<file path="src/rtl/res_lock_pkg.sv">
// Shared types for the resource semaphore bank.
// Assumes: one bus access per cycle, so decode yields a single access kind.
package res_lock_pkg;
    typedef enum logic [1:0] {
        ACC_NONE   = 2'd0,
        ACC_CLEAR  = 2'd1,
        ACC_SET    = 2'd2,
        ACC_STATUS = 2'd3
    } acc_kind_e;
endpackage

</file>
<file path="src/rtl/res_lock_decode.sv">
// Address decoder: maps a byte address to an agent slot and port, or to the status word.
// Assumes: slots are 8 bytes wide and word aligned; the two slot ranges and the
// status address do not overlap.
module res_lock_decode
    import res_lock_pkg::*;
#(
    parameter int              NUM_AGENTS  = 16,
    parameter int              LOW_COUNT   = 6,
    parameter int              ADDR_W      = 16,
    parameter logic [15:0]     LOW_BASE    = 16'h0100,
    parameter logic [15:0]     HIGH_BASE   = 16'h0200,
    parameter logic [15:0]     STATUS_ADDR = 16'h0300,
    localparam int             IDX_W       = $clog2(NUM_AGENTS)
) (
    input  logic [ADDR_W-1:0] addr,
    output acc_kind_e         kind,
    output logic [IDX_W-1:0]  agent
);
    logic [ADDR_W-1:0] slot;

    // Purpose: find which agent slot (if any) the address falls into.
    always_comb begin
        kind  = ACC_NONE;
        agent = '0;
        slot  = '0;
        if (addr == ADDR_W'(STATUS_ADDR)) kind = ACC_STATUS;
        for (int a = 0; a < NUM_AGENTS; a++) begin
            if (a < LOW_COUNT) slot = ADDR_W'(int'(LOW_BASE) + a * 8);
            else               slot = ADDR_W'(int'(HIGH_BASE) + (a - LOW_COUNT) * 8);
            if ((addr[ADDR_W-1:3] == slot[ADDR_W-1:3]) && (addr[1:0] == 2'b00)) begin
                kind  = addr[2] ? ACC_SET : ACC_CLEAR;
                agent = IDX_W'(a);
            end
        end
    end
endmodule

</file>
<file path="src/rtl/res_lock_owners.sv">
// Ownership words: one register per agent, with grant and release per bit.
// Assumes: at most one of wr_set / wr_clr is high, and both refer to 'agent'.
// Reports misuse (a redundant acquire or a release of an unowned bit) as a
// combinational pulse.
module res_lock_owners #(
    parameter int  NUM_AGENTS = 16,
    parameter int  NUM_RES    = 32,
    localparam int IDX_W      = $clog2(NUM_AGENTS)
) (
    input  logic                          clk,
    input  logic                          rst_n,
    input  logic                          wr_set,
    input  logic                          wr_clr,
    input  logic [IDX_W-1:0]              agent,
    input  logic [NUM_RES-1:0]            req,
    output logic [NUM_AGENTS*NUM_RES-1:0] own_flat,
    output logic                          misuse
);
    logic [NUM_RES-1:0] sel_own;

    // Purpose: the addressed agent's current word.
    assign sel_own = own_flat[int'(agent)*NUM_RES +: NUM_RES];

    // Purpose: flag requests that are redundant or invalid.
    assign misuse = (wr_set && |(req & sel_own)) || (wr_clr && |(req & ~sel_own));

    for (genvar g = 0; g < NUM_AGENTS; g++) begin : g_agent
        logic [NUM_RES-1:0] own_q;
        logic [NUM_RES-1:0] others;

        // Purpose: union of the bits held by every other agent.
        always_comb begin
            others = '0;
            for (int k = 0; k < NUM_AGENTS; k++) begin
                if (k != g) others = others | own_flat[k*NUM_RES +: NUM_RES];
            end
        end

        // Purpose: grant free requested bits or release requested bits.
        always_ff @(posedge clk) begin
            if (!rst_n) begin
                own_q <= '0;
            end else if (agent == IDX_W'(g)) begin
                if (wr_set)      own_q <= own_q | (req & ~others);
                else if (wr_clr) own_q <= own_q & ~req;
            end
        end

        assign own_flat[g*NUM_RES +: NUM_RES] = own_q;
    end
endmodule

</file>
<file path="src/rtl/res_lock_irq.sv">
// Sticky misuse flag that drives the interrupt output.
// Assumes: a misuse in the same cycle as a clear request wins.
module res_lock_irq (
    input  logic clk,
    input  logic rst_n,
    input  logic misuse,
    input  logic clr_req,
    output logic irq
);
    // Purpose: set on misuse, clear on software request, hold otherwise.
    always_ff @(posedge clk) begin
        if (!rst_n)       irq <= 1'b0;
        else if (misuse)  irq <= 1'b1;
        else if (clr_req) irq <= 1'b0;
    end
endmodule

</file>
<file path="src/rtl/res_lock_bank.sv">
// Top of the resource semaphore bank: bus decode, ownership words, sticky
// interrupt and a registered read port.
// Assumes: one access per cycle on a simple synchronous bus; read data is
// returned the cycle after the read.
module res_lock_bank
    import res_lock_pkg::*;
#(
    parameter int          NUM_AGENTS  = 16,
    parameter int          NUM_RES     = 32,
    parameter int          LOW_COUNT   = 6,
    parameter int          ADDR_W      = 16,
    parameter logic [15:0] LOW_BASE    = 16'h0100,
    parameter logic [15:0] HIGH_BASE   = 16'h0200,
    parameter logic [15:0] STATUS_ADDR = 16'h0300,
    localparam int         IDX_W       = $clog2(NUM_AGENTS)
) (
    input  logic               clk,
    input  logic               rst_n,
    input  logic               bus_en,
    input  logic               bus_we,
    input  logic [ADDR_W-1:0]  bus_addr,
    input  logic [NUM_RES-1:0] bus_wdata,
    output logic [NUM_RES-1:0] bus_rdata,
    output logic               err_irq
);
    acc_kind_e                     acc_kind;
    logic [IDX_W-1:0]              acc_agent;
    logic [NUM_AGENTS*NUM_RES-1:0] own_flat;
    logic                          misuse;
    logic                          wr_set, wr_clr, stat_clr;
    logic [NUM_RES-1:0]            rd_next;

    res_lock_decode #(
        .NUM_AGENTS(NUM_AGENTS), .LOW_COUNT(LOW_COUNT), .ADDR_W(ADDR_W),
        .LOW_BASE(LOW_BASE), .HIGH_BASE(HIGH_BASE), .STATUS_ADDR(STATUS_ADDR)
    ) u_decode (
        .addr(bus_addr), .kind(acc_kind), .agent(acc_agent)
    );

    // Purpose: qualify decoded writes with the bus strobes.
    assign wr_set   = bus_en && bus_we && (acc_kind == ACC_SET);
    assign wr_clr   = bus_en && bus_we && (acc_kind == ACC_CLEAR);
    assign stat_clr = bus_en && bus_we && (acc_kind == ACC_STATUS) && bus_wdata[0];

    res_lock_owners #(.NUM_AGENTS(NUM_AGENTS), .NUM_RES(NUM_RES)) u_owners (
        .clk(clk), .rst_n(rst_n), .wr_set(wr_set), .wr_clr(wr_clr),
        .agent(acc_agent), .req(bus_wdata), .own_flat(own_flat), .misuse(misuse)
    );

    res_lock_irq u_irq (
        .clk(clk), .rst_n(rst_n), .misuse(misuse), .clr_req(stat_clr), .irq(err_irq)
    );

    // Purpose: select read data for the decoded address.
    always_comb begin
        unique case (acc_kind)
            ACC_CLEAR, ACC_SET: rd_next = own_flat[int'(acc_agent)*NUM_RES +: NUM_RES];
            ACC_STATUS:         rd_next = NUM_RES'(err_irq);
            default:            rd_next = '0;
        endcase
    end

    // Purpose: register read data so it is valid the cycle after the read.
    always_ff @(posedge clk) begin
        if (!rst_n)                bus_rdata <= '0;
        else if (bus_en && !bus_we) bus_rdata <= rd_next;
    end
endmodule

</file>
<file path="config.mk">
export PLATFORM = sky130hd
export DESIGN_NAME = res_lock_bank
export DESIGN_NICKNAME = d
export VERILOG_FILES = /design/src/rtl/res_lock_pkg.sv /design/src/rtl/res_lock_decode.sv /design/src/rtl/res_lock_owners.sv /design/src/rtl/res_lock_irq.sv /design/src/rtl/res_lock_bank.sv
export SDC_FILE = /design/constraint.sdc
export NUM_CORES = 2
export LEC_CHECK = 0
export BUFFER_PORTS_ARGS = -buffer_cell sky130_fd_sc_hd__buf_2
export CORE_MARGIN = 1.5
export CORE_UTILIZATION = 40
export CTS_CLUSTER_SIZE = 16
export DETAILED_ROUTE_END_ITERATION = 10
export GPL_TIMING_DRIVEN = 0
export PLACE_DENSITY = 0.56
export REMOVE_ABC_BUFFERS = 1
export SETUP_SLACK_MARGIN = 0.15
export SLEW_MARGIN = 10
export SYNTH_ARGS = -nofsm -noshare
export SYNTH_HDL_FRONTEND = slang
export SYNTH_SLANG_ARGS = --single-unit
export TNS_END_PERCENT = 10
</file>
<file path="constraint.sdc">
create_clock -name clk -period 6.69 [get_ports clk]
set_input_delay 2.007 -clock clk [delete_from_list [all_inputs] [get_ports clk]]
set_output_delay 2.007 -clock clk [all_outputs]
set_load 0.01 [all_outputs]
</file>
# After elaboration in Yosys (flattened, before gate mapping)
# Index checks and enable logic that the tools add are counted.
[totals]
inputBits = 52
register_bits = 545
wordCells = 372
[classes]
muxes = 68
n_bitwise = 201
n_shift = 1
reduce_logical = 49
eq_ne = 35
[op_table]
columns = ["operator", "n"]
rows = [
  ["$or A32 B32 Y32", 149],
  ["$and A32 B32 Y32", 34],
  ["$mux W32", 32],
  ["$not A32 Y32", 18],
  ["$shiftx A512 B10 Y32", 1],
  ["$eq A13 B7 Y1 const B", 10],
  ["$eq A13 B6 Y1 const B", 6],
  ["$pmux W32 S2", 1],
  ["$reduce_or A32 Y1", 2],
  ["$mux W2", 20],
  ["$eq A4 B4 Y1 const B", 8],
  ["$mux W4", 8],
  ["$reduce_and A2 Y1", 16],
  ["$logic_and A1 B1 Y1", 24],
  ["$eq A16 B10 Y1 const B", 1],
  ["$eq A4 B3 Y1 const B", 4],
  ["$mux W3", 4],
  ["$eq A4 B2 Y1 const B", 2],
  ["$eq A2 B2 Y1 const B", 2],
  ["$eq A4 B1 Y1 const B", 1],
  ["$logic_not A4 Y1", 1],
  ["$reduce_bool A2 Y1", 2],
  ["$mux W1", 3],
  ["$eq A2 B1 Y1 const B", 1],
  ["4 further kinds", 4],
]

# Longest topological paths before layout
[depth]
ltp_word = 24
ltp_mapped = 18
depth_no_buf = 13

# By module
# A second synthesis with hierarchy kept.
[hier_totals]
cells_unflattened = 3992
area_unflattened_um2 = 34100.2
[by_module_without_submodules]
columns = ["module", "cells_per_inst", "instances", "seq_area_each_um2", "area_per_inst_um2"]
rows = [
  ["res_lock_owners", 3600, 1, 10249.8, 28793.9],
  ["res_lock_bank", 353, 1, 640.6, 4999.8],
  ["res_lock_decode", 36, 1, 0.0, 265.3],
  ["res_lock_irq", 3, 1, 20.0, 41.3],
]

# Least setup slack after synthesis
# OpenSTA, ideal clock, no wires.
[synth_timing]
kind = "input-to-reg"
start = "input bus_addr[7]"
end = "register u_owners.g_agent[10].own_q[1]"
slack_ns = 0.866
required_time_ns = 6.614
n_path_buf = 2
arrival_time_ns = 5.749
stages = 14
cell_sequence = "or4_1 -> buf_2 -> buf_6 -> nor4_4 -> nand3b_1 -> o21ai_0 -> ha_1 -> nand3_1 -> or3_1 -> or4_1 -> nor4_1 -> nand2_1 -> or3_1 -> a21boi_0"
[synth_between]
elab_chain_len = 22
elab_cells_between_ends = 73
classes_between = "eq/ne (20); mux (33); reduce/logical (20)"
[synth_lines]
columns = ["item", "line", "source"]
rows = [
  ["from (decl)", "res_lock_bank.sv:21", "input logic [ADDR_W-1:0] bus_addr,"],
  ["$eq A16 B10 Y1 or $eq A13 B6 Y1 (tied branches)", "res_lock_decode.sv:26, res_lock_decode.sv:30", ""],
  ["$mux W2 or $logic_and A1 B1 Y1 (tied branches)", "res_lock_decode.sv:26, res_lock_decode.sv:30", ""],
  ["$mux W2 (16 in series)", "res_lock_decode.sv:30", "if ((addr[ADDR_W-1:3] == slot[ADDR_W-1:3]) && (addr[1:0] == 2'b00)) begin"],
  ["$eq A2 B1 Y1 or $eq A2 B2 Y1 (tied branches)", "res_lock_bank.sv:42, res_lock_bank.sv:41", ""],
  ["$logic_and A1 B1 Y1 (on tied branches)", "res_lock_bank.sv:42, res_lock_bank.sv:41", ""],
  ["$reduce_bool A2 Y1 (no line)", "n/a", ""],
  ["$reduce_and A2 Y1 (no line)", "n/a", ""],
  ["to (signal assigned)", "res_lock_owners.sv:44", "if (wr_set) own_q <= own_q | (req & ~others);"],
  ["to (signal assigned)", "res_lock_owners.sv:45", "else if (wr_clr) own_q <= own_q & ~req;"],
  ["to (decl)", "res_lock_owners.sv:28", "logic [NUM_RES-1:0] own_q;"],
]
# Several ways; a longest one is shown, not always the timed one.
# A chain may end at the register's enable or synchronous reset.

# Final worst setup path
[layout_timing]
start = "input bus_addr[15]"
end = "register u_irq.irq"
[layout_between]
elab_chain_len = 24
elab_cells_between_ends = 83
classes_between = "eq/ne (20); shift (1); mux (33); bitwise (3); reduce/logical (26)"
[layout_lines]
columns = ["item", "line", "source"]
rows = [
  ["$eq A13 B6 Y1", "res_lock_decode.sv:30", ""],
  ["$logic_and A1 B1 Y1", "res_lock_decode.sv:30", ""],
  ["$mux W1", "res_lock_decode.sv:30", ""],
  ["$mux W2 (2 in series)", "res_lock_decode.sv:30", ""],
  ["$mux W3 (4 in series)", "res_lock_decode.sv:30", ""],
  ["$mux W4 (8 in series)", "res_lock_decode.sv:30", ""],
  ["$shiftx A512 B10 Y32", "res_lock_owners.sv:22", "assign sel_own = own_flat[int'(agent)*NUM_RES +: NUM_RES];"],
  ["$not A32 Y32", "res_lock_owners.sv:25", "assign misuse = (wr_set && |(req & sel_own)) || (wr_clr && |(req & ~sel_own));"],
  ["$and A32 B32 Y32", "res_lock_owners.sv:25", ""],
  ["$reduce_or A32 Y1", "res_lock_owners.sv:25", ""],
  ["$logic_and A1 B1 Y1", "res_lock_owners.sv:25", ""],
  ["$logic_or A1 B1 Y1", "res_lock_owners.sv:25", ""],
  ["$mux W1 or $reduce_bool A2 Y1 (tied branches)", "n/a", ""],
  ["to (signal assigned)", "res_lock_irq.sv:12", "if (!rst_n) irq <= 1'b0;"],
  ["to (signal assigned)", "res_lock_irq.sv:13", "else if (misuse) irq <= 1'b1;"],
  ["to (signal assigned)", "res_lock_irq.sv:14", "else if (clr_req) irq <= 1'b0;"],
  ["to (decl)", "res_lock_irq.sv:8", "output logic irq"],
]
# Several ways; a longest one is shown, not always the timed one.

==> metrics.yaml <==
pwr:
  p_sw_w: 0.001781
  p_seq_share_pct: 44.9
  power_frac_comb_pct: 4.9
  power.density_nw_per_um2: 195.7
  swShare_pct: 24.62
  peakVddDrop_mv: 0.1743
  cellLeakagePower_nw: 12.28
  clock_power_share_pct: 50.2
  power.total_w: 0.007232
  p_int_w: 0.005452
sta:
  period_share_pct: 101.9
  worst_pin_slew_ns: 1.428
  rsz0062_at_grt: "true"
  worst_slack_ns: -0.1287
  max_freq_mhz: 146.7
  holdWs_ns: 0.4954
  slew_headroom_pct: 4.565
  skew_ns: 0.01768
  slew_viol_final: 0
  finalSetupViolations: 1
  fin_crit_ns: 6.819
  finalHoldViolCount: 0
die:
  ioPinCount: 85
  placementRows: 103
  die_h_um: 286.5
  start_util_pct: 40.57
  die_x_um: 286.5
  die-area_um2: 82110
  core_region_area_um2: 79260
synth:
  avgSynthCellArea_um2: 7.344
  syn_inst: 4379
  synth-async-reset-ratio_pct: 0
  netlist_top_cells_count: "608 x o21ai_0, 545 x dfxtp_1, 425 x nand2_1, 359 x nor2_1, 355 x a21oi_1"
  synth-seq-area-share_pct: 33.93
  syn_area_um2: 32160
  synth.most_common_cell: "o21ai_0"
  synthDistinctLibCells: 90
  synth_top_area_share_pct: 33.93
  synth_edf_count: 0
  synth_area_leaders: "dfxtp_1 34%, o21ai_0 9.5%, a21oi_1 5.5%"
  yosys_warnings: 0
  synthFlopType: "dfxtp_1"
  synth.largest_area_cell: "dfxtp_1"
  synth-seq-cells: 545
hold_path:
  hold_path_end: "u_owners.g_agent[14].own_q[17]$_SDFFE_PN0P_"
  hold_path_depth: 2
  hold_class: "reg -> reg"
  hold_start: "u_owners.g_agent[14].own_q[17]$_SDFFE_PN0P_"
layout:
  area_delta_synth_final_pct: 14.92
  final_nets: 4369
  stdcell_count: 5419
  stdcell_area_um2: 36960
  post_route_cells_drive_above_1_share_pct: 10.54
critical_path:
  r2r_setup_slack_ns: 3.25
  cp.required_ns: 7.19
  regToRegStartpoint: "u_owners.g_agent[11].own_q[22]$_SDFFE_PN0P_"
  crit_path_start_kind: "primary input"
  max_stage_delay_ns: 1.16
  crit_chain: "buf_2, or3_1, nor3_1, nand3_1, a211oi_1, a2111oi_0, nand4b_1, o22ai_1, or4_1, o311ai_1, o211ai_1"
  critPathArrivalTime_ns: 7.32
  criticalPathCategory: "in -> reg"
  slowest_stage: "nand3_1"
  rr_endpoint: "u_irq.irq$_SDFFE_PN0P_"
  path_max_fanout: 11
  crit_path_end_kind: "register"
  ff2ff_path_depth: 9
clock_network:
  htreeDepth: 3
  clk_path_buf_depth: 3
  cts.clk_slew.worst_paths_ns: 0.06
  clockRootBuffer: "clkbuf_16"
  hold_buffers: 0
  clock_latency_ns: 0.64
  cts_buffers: 68
  clkSinkCount: 545
  tritoncts: "yes"
detailed_routing:
  ant_nets: 0
  num_vias: 37430
  drc: 0
  via_per_inst: 6.907
  wirelength_um: 159400
  firstDrtPassIters: 9
  wl_per_cell_um: 29.41
  drt_iter0_drc: 6135
placed_design:
  hpwl_um: 101100
  place.gp.congestion: 0.9205
  pre_cts_slack_ns: -1.868
  postPlaceCellArea_um2: 34600
  port_buffers: 84
  dp_cells: 5282
grt:
  grt_start_max_net_pins: 142
  gr-total-overflow: 0
  antenna_found_initial: 19
  grt_pass1_vias: 33170
  grt_first_pass_wirelength_um: 228700
  grtUsageTotal_pct: 37.40
run_status:
  violations: "negative setup slack"
  status: "complete, but fails checks"
flow_run:
  drv_cap: 0
==> registers in the layout (all words and copies together) (netlist names) <==
signal	flops
bus_rdata	32
u_irq.irq	1
u_owners.g_agent.own_q	512
==> power groups by stage <==
| stage | clock [W] | sequential [W] | combinational, W |
|---|---|---|---|
| detailed placement | 0 | 0.00332 | 0.000331 |
| global route | 0.00377 | 0.00324 | 0.000370 |
| floorplan | 0 | 0.00332 | 0.000149 |
| finish | 0.00363 | 0.00325 | 0.000353 |
| CTS | 0.00365 | 0.00325 | 0.000336 |
| global placement | 0 | 0.00332 | 0.000340 |
==> worst max-delay path, delay by kind of cell <==
| family | cells | cell delay (ns) |
|---|---|---|
| compound gates | 5 | 1.56 |
| buf+inv | 1 | 0.14 |
| simple gates | 5 | 3.60 |
==> per-layer routing <==
metal,global-route usage [%],part of all wire (%),up-vias
met5,0,0.061,-
met4,22.67,7.1,14
met2,52.28,40,2486
met1,49.00,39,17840
li1,-,-,16400
met3,13.09,14,694
==> how the worst max path moves through the flow <==
| stage | start | to | slack (ns) | cells after the start |
|---|---|---|---|---|
| 4_1_cts | bus_addr[3] | u_irq.irq$_SDFFE_PN0P_ | 0.18 | 14 |
| 2_1_floorplan | bus_addr[7] | u_owners.g_agent[10].own_q[1]$_SDFFE_PN0P_ | -3.57 | 13 |
| 5_1_grt | bus_addr[4] | u_irq.irq$_SDFFE_PN0P_ | 0.07 | 13 |
| 3_5_place_dp | bus_addr[7] | u_irq.irq$_SDFFE_PN0P_ | -1.87 | 13 |
| 3_3_place_gp | bus_addr[7] | u_owners.g_agent[15].own_q[5]$_SDFFE_PN0P_ | -11.30 | 13 |
| 6_report | bus_addr[15] | u_irq.irq$_SDFFE_PN0P_ | -0.13 | 11 |
==> repair_timing <==
item | 4_1_cts | 5_1_grt
endpoints found under the setup margin | 82 | 7
setup buffers | 9 | 0
pin swaps | 7 | 0
gates cloned | 1 | 1
gates resized for setup | 15 | 10
==> cells in the final DEF, fill, tap and decap left out, types with 17 or more instances in the layout <==
master,n
mux2i_1,29
a211oi_1,27
nand3_1,88
o221a_2,65
nor2b_1,22
o21ai_0,607
inv_1,42
a22oi_1,18
nand2_4,17
o22ai_1,51
dfxtp_1,545
a21boi_0,173
nor3_1,319
nand2_1,404
buf_12,22
o22a_1,19
buf_2,82
clkbuf_16,70
and3_1,31
nor4_1,180
nand4_1,47
nor3b_1,61
buf_16,28
nor2_1,336
and2_1,48
nand3b_1,28
a221oi_1,19
or4_1,53
a21oi_1,352
or3_1,158
clkbuf_1,18
==> layout make-up <==
type | instances | area (µm²)
Fill cell | 7956 | 42300
Multi-Input combinational cell | 3488 | 20410
Sequential cell | 545 | 10910
Inverter | 42 | 157.7
Timing Repair Buffer | 168 | 2016
Antenna cell | 13 | 32.53
Clock inverter | 10 | 88.84
Clock buffer | 103 | 2026
Tap cell | 1050 | 1314
==> metrics by stage <==
stage	setup TNS, ns	utilization, %
2_1_floorplan	-809.31	-
4_1_cts	0	46.52
3_5_place_dp	-137.50	43.65
3_3_place_gp	-4670.94	41.21
5_1_grt	0	46.59
6_report	-0.1287	46.63
==> kinds of logic after synthesis <==
logic type | share of synthesized area (%)
simple gates | 30.82
fa+ha+maj | 0.1556
mux | 1.393
compound gates | 29.35
flops | 33.93
buf+inv | 4.323
xor+xnor | 0.02724
Power figures use the tool's default switching activity.
